## src/rtl/opsel_alu_pkg.sv

```systemverilog
package opsel_alu_pkg;

  typedef enum logic [2:0] {
    OP_XOR  = 3'b000,
    OP_AND  = 3'b001,
    OP_OR   = 3'b010,
    OP_ADD  = 3'b011,
    OP_SUB  = 3'b100,
    OP_NOTA = 3'b101,
    OP_NOTB = 3'b110,
    OP_PASA = 3'b111
  } opCode_e;

  typedef enum logic [2:0] {
    SEL_XOR,
    SEL_AND,
    SEL_OR,
    SEL_SUM,
    SEL_NOTA,
    SEL_NOTB,
    SEL_PASA
  } resSel_e;

  typedef struct packed {
    resSel_e resSel;
    logic    invertB;
    logic    seedOne;
    logic    useCarryIn;
    logic    arithOp;
  } aluCtl_t;

endpackage

```

## src/rtl/opsel_alu_ctrl.sv

```systemverilog
module opsel_alu_ctrl
  import opsel_alu_pkg::*;
(
  input  logic [2:0] opCode,
  output aluCtl_t    ctl
);

  always_comb begin
    ctl = '{resSel: SEL_XOR, invertB: 1'b0, seedOne: 1'b0,
            useCarryIn: 1'b0, arithOp: 1'b0};
    unique case (opCode)
      OP_XOR:  ctl.resSel = SEL_XOR;
      OP_AND:  ctl.resSel = SEL_AND;
      OP_OR:   ctl.resSel = SEL_OR;
      OP_ADD: begin
        ctl.resSel     = SEL_SUM;
        ctl.useCarryIn = 1'b1;
        ctl.arithOp    = 1'b1;
      end
      OP_SUB: begin
        ctl.resSel  = SEL_SUM;
        ctl.invertB = 1'b1;
        ctl.seedOne = 1'b1;
        ctl.arithOp = 1'b1;
      end
      OP_NOTA: ctl.resSel = SEL_NOTA;
      OP_NOTB: ctl.resSel = SEL_NOTB;
      OP_PASA: ctl.resSel = SEL_PASA;
      default: ctl.resSel = SEL_XOR;
    endcase
  end

  // subtract must seed one and never take the external carry
  always_comb begin
    if (opCode == 3'b100)
      assert_sub_seed_R5: assert (ctl.seedOne && !ctl.useCarryIn && ctl.invertB)
        else $error("subtract strobes wrong");
  end

endmodule

```

## src/rtl/opsel_alu_datapath.sv

```systemverilog
module opsel_alu_datapath
  import opsel_alu_pkg::*;
#(
  parameter int WIDTH = 2
) (
  input  logic [WIDTH-1:0] opA,
  input  logic [WIDTH-1:0] opB,
  input  logic             carryIn,
  input  aluCtl_t          ctl,
  output logic [WIDTH-1:0] resWord,
  output logic             carryTop,
  output logic             carryBelowTop
);

  localparam int LAST = WIDTH - 1;

  logic [WIDTH:0]   carryChain;
  logic [WIDTH-1:0] bEff;
  logic [WIDTH-1:0] sumBits;

  assign carryChain[0] = ctl.seedOne | (ctl.useCarryIn & carryIn);

  for (genvar i = 0; i < WIDTH; i++) begin : g_bit
    logic halfSum;
    assign bEff[i]          = opB[i] ^ ctl.invertB;
    assign halfSum          = opA[i] ^ bEff[i];
    assign sumBits[i]       = halfSum ^ carryChain[i];
    assign carryChain[i+1]  = (opA[i] & bEff[i]) | (halfSum & carryChain[i]);

    always_comb begin
      unique case (ctl.resSel)
        SEL_XOR:  resWord[i] = opA[i] ^ opB[i];
        SEL_AND:  resWord[i] = opA[i] & opB[i];
        SEL_OR:   resWord[i] = opA[i] | opB[i];
        SEL_SUM:  resWord[i] = sumBits[i];
        SEL_NOTA: resWord[i] = ~opA[i];
        SEL_NOTB: resWord[i] = ~opB[i];
        SEL_PASA: resWord[i] = opA[i];
        default:  resWord[i] = 1'b0;
      endcase
    end
  end

  assign carryTop      = carryChain[WIDTH];
  assign carryBelowTop = carryChain[LAST];

endmodule

```

## src/rtl/opsel_alu_flags.sv

```systemverilog
module opsel_alu_flags #(
  parameter int WIDTH = 2
) (
  input  logic [WIDTH-1:0] resWord,
  input  logic             carryTop,
  input  logic             carryBelowTop,
  input  logic             arithOp,
  output logic             carryOut,
  output logic             overflow,
  output logic             zero,
  output logic             negative
);

  assign carryOut = arithOp & carryTop;
  assign overflow = arithOp & (carryTop ^ carryBelowTop);
  assign zero     = ~|resWord;
  assign negative = resWord[WIDTH-1];

endmodule

```

## src/rtl/opsel_alu.sv

```systemverilog
module opsel_alu
  import opsel_alu_pkg::*;
#(
  parameter int WIDTH = 2
) (
  input  logic [WIDTH-1:0] opA,
  input  logic [WIDTH-1:0] opB,
  input  logic [2:0]       opCode,
  input  logic             carryIn,
  output logic [WIDTH-1:0] result,
  output logic             carryOut,
  output logic             overflow,
  output logic             zero,
  output logic             negative
);

  aluCtl_t          ctl;
  logic [WIDTH-1:0] resWord;
  logic             carryTop;
  logic             carryBelowTop;

  opsel_alu_ctrl u_ctrl (
    .opCode (opCode),
    .ctl    (ctl)
  );

  opsel_alu_datapath #(.WIDTH(WIDTH)) u_dp (
    .opA           (opA),
    .opB           (opB),
    .carryIn       (carryIn),
    .ctl           (ctl),
    .resWord       (resWord),
    .carryTop      (carryTop),
    .carryBelowTop (carryBelowTop)
  );

  opsel_alu_flags #(.WIDTH(WIDTH)) u_flags (
    .resWord       (resWord),
    .carryTop      (carryTop),
    .carryBelowTop (carryBelowTop),
    .arithOp       (ctl.arithOp),
    .carryOut      (carryOut),
    .overflow      (overflow),
    .zero          (zero),
    .negative      (negative)
  );

  assign result = resWord;

  always_comb begin
    if (opCode == 3'b000)
      assert_xor_R1: assert (result == (opA ^ opB)) else $error("xor mismatch");
    if (opCode == 3'b011)
      assert_add_sum_R4: assert ({carryOut, result} ==
                                 ({1'b0, opA} + {1'b0, opB} + {{WIDTH{1'b0}}, carryIn}))
        else $error("add mismatch");
    if (opCode == 3'b100)
      assert_sub_diff_R5: assert (result == WIDTH'(opA - opB)) else $error("sub mismatch");
    if (opCode != 3'b011 && opCode != 3'b100)
      assert_no_flags_logic_R7: assert (!carryOut && !overflow) else $error("flag on logic op");
    if (opCode == 3'b000 && opA == opB)
      assert_zero_equal_R8: assert (zero) else $error("zero flag missing");
    if (opCode == 3'b101)
      assert_neg_nota_R9: assert (negative == ~opA[WIDTH-1]) else $error("negative wrong");
  end

endmodule

```

## config.mk

```make
export PLATFORM = sky130hd
export DESIGN_NAME = opsel_alu
export DESIGN_NICKNAME = d
export VERILOG_FILES = /design/src/rtl/opsel_alu_pkg.sv /design/src/rtl/opsel_alu_ctrl.sv /design/src/rtl/opsel_alu_datapath.sv /design/src/rtl/opsel_alu_flags.sv /design/src/rtl/opsel_alu.sv
export SDC_FILE = /design/constraint.sdc
export NUM_CORES = 1
export LEC_CHECK = 0
export BUFFER_PORTS_ARGS = -buffer_cell sky130_fd_sc_hd__buf_2
export CAP_MARGIN = 10
export CORE_AREA = 2 2 39 41
export DETAILED_ROUTE_END_ITERATION = 12
export DIE_AREA = 0 0 41 43
export PLACE_DENSITY = 0.51
export SETUP_SLACK_MARGIN = 0.15
export SLEW_MARGIN = 15
export SYNTH_ARGS = -nofsm -noshare
export SYNTH_HDL_FRONTEND = slang
export SYNTH_SLANG_ARGS = --single-unit
```

## constraint.sdc

```tcl
create_clock -name vclk -period 5.85
set_input_delay 0.2925 -clock vclk [all_inputs]
set_output_delay 0.2925 -clock vclk [all_outputs]
set_load 0.02 [all_outputs]
```

==> results.tsv <==
metric	value	unit
status	finished clean	
dominant cell type by area after synthesis	ha_1	
Remaining Overflow, GRT	0	
Hold Crit Class	in -> out	
CP startpoint	opCode[2]	
Final Max Tran Viols	0	
achievable frequency	0.3320	GHz
Setup WS post-layout	2.838	ns
vias per cell	4.303	
pre-CTS setup slack	2.818	ns
Die Area	1763	sq um
Synth area leaders	ha_1 15%, mux4_2 13%, fa_1 12%	
total vias in the final route	284	
Syn. warnings	0	
WP data required	5.56	ns
PD cells	110.5	nW/um^2
vias in the first global route	253	
first-pass GRT wire length	1.028	mm
hpwl dp	512.2	um
CTS Hold Bufs	0	
DRT Pass-1 Iters	2	
PostCTS Resize Cnt	0	
Hold Crit Start	opCode[1]	
kind of critical path	in -> out	
I/O Pins	14	
area grow syn2layout	21.03	%
setup TNS	0	ns
Site Rows	14	
period utilization	0.5149	
antenna viol nets, final	0	
VDD IR-drop max	0.04068	mV
register area share after synthesis	0	
Initial Util	0.2450	
Final #Nets	66	
crit end category	output pin	
Worst-Margin Slew	0.1893	ns
clock buf count	0	
Startpoint Class	primary input	
Critical Path AT	2.72	ns
final-report hold violation count	0	
Total Routing Usage GR	0.07661	
crit-path max FO	7	
Leak Pwr	0.1980	nW
RSZ-0062 raised after global routing	no	
Residual DRC	0	
drt first-iter violations	1	
Distinct cells, synth	20	
mapped cell area	339.1	sq um
syn avg cell area	8.923	sq um
Seq cells	0	
IO buf count	14	
WL final	576	um
Syn Nets	52	
minimum clock period	3.012	ns
drt wl/cell	8.727	um
antenna violations before repair	0	
layout cell share with drive strength beyond 1	0.3800	
ANT cells	0	
slew margin rel.	0.8729	
Yosys top cell area share	0.1476	
Post-Synthesis Cells	38	
Final Setup Violations	0	
Reg area	0	sq um
die width	41	um
routability cong.	0.6897	
largest net degree at the start of global routing	8	
Post-CTS Setup Bufs	0	
core area	1384	sq um
Die Span Y	43	um
max-cap check violation count	0	
==> cells in the mapped netlist <==
| library cell | instances |
|---|---|
| a21oi_1 | 1 |
| a32oi_1 | 1 |
| and2_0 | 1 |
| and2b_1 | 1 |
| buf_4 | 1 |
| buf_6 | 1 |
| fa_1 | 2 |
| ha_1 | 4 |
| inv_1 | 6 |
| mux2i_1 | 1 |
| mux2i_4 | 1 |
| mux4_2 | 2 |
| nand2_1 | 2 |
| nor2_1 | 5 |
| nor2_2 | 1 |
| nor2b_1 | 2 |
| o221ai_2 | 1 |
| o32a_1 | 1 |
| or2_1 | 1 |
| xnor2_1 | 3 |
==> per-layer routing <==
layer | share of wire | vias up | track usage
met3 | 0.049 | 0 | 0
met4 | 0 | 0 | 0
met1 | 0.48 | 127 | 0.1140
met2 | 0.47 | 7 | 0.1281
met5 | 0 | - | 0
li1 | - | 150 | -
==> report_power, final <==
group / internal [W] / leakage, nW / switching, W
combinational: 0.0000203 / 0.198 / 0.0000251
sequential: 0 / 0 / 0
clock: 0 / 0 / 0
total: 0.0000203 / 0.198 / 0.0000251
==> final timing paths <==
check / endpoint / slack [ns] / cells after the start
min: result[1] / 1.02 / 3
max: negative / 2.84 / 9
==> critical path, cell delays in order <==
cell and delay [ns]:
buf_2 0.15, nor2b_1 0.17, and2b_1 0.22, xnor2_1 0.11, fa_1 0.45, fa_1 0.46, mux4_2 0.49, mux2i_4 0.18
buf_2 0.19
==> logic make-up (layout without fill, tap and decap cells) <==
| kind of cell | Yosys count | in the layout | share of synthesized area |
|---|---|---|---|
| simple gates | 13 | 13 | 0.1919 |
| buf+inv | 8 | 20 | 0.1218 |
| fa+ha+maj | 6 | 6 | 0.2657 |
| compound gates | 4 | 4 | 0.1144 |
| mux | 4 | 4 | 0.2288 |
| xor+xnor | 3 | 3 | 0.07750 |
==> layout by cell type (no fill, tap or decap) <==
| master | Yosys | routed |
|---|---|---|
| nor2_2 | 1 | 1 |
| buf_2 | 0 | 14 |
| and2_0 | 1 | 1 |
| inv_1 | 6 | 6 |
| fa_1 | 2 | 2 |
| mux2i_1 | 1 | 1 |
| nand2_1 | 2 | 2 |
| mux4_2 | 2 | 2 |
| nor2_1 | 5 | 5 |
| ha_1 | 4 | 4 |
| nor2b_1 | 2 | 2 |
| mux2i_4 | 1 | 1 |
| a32oi_1 | 1 | 1 |
| o32a_1 | 1 | 1 |
| o221ai_2 | 1 | 1 |
| or2_1 | 1 | 1 |
| a21oi_1 | 1 | 1 |
| and2b_1 | 1 | 1 |
| xnor2_1 | 3 | 3 |
==> per-stage QoR <==
step	power, W	hold slack, ns	instance area [sq um]	utilization	cells
after floorplan	0.00003540	0.7343	339.1	-	38
after global placement	0.00004575	1.016	410.4	0.2966	66
after detailed placement	0.00004593	1.015	410.4	0.2966	66
after CTS	0.00004610	1.017	410.4	0.2966	66
after global routing	0.00005089	1.045	410.4	0.2966	66
final	0.00004536	1.025	410.4	0.2966	66
==> area by class of cell <==
| type | count | area [sq um] |
|---|---|---|
| fillers | 159 | 973.4 |
| inverters | 6 | 22.52 |
| multi-input cells | 30 | 297.8 |
| well taps | 16 | 20.02 |
| repair buffers | 14 | 70.07 |
Note: power is estimated with default switching activity, not from simulation.
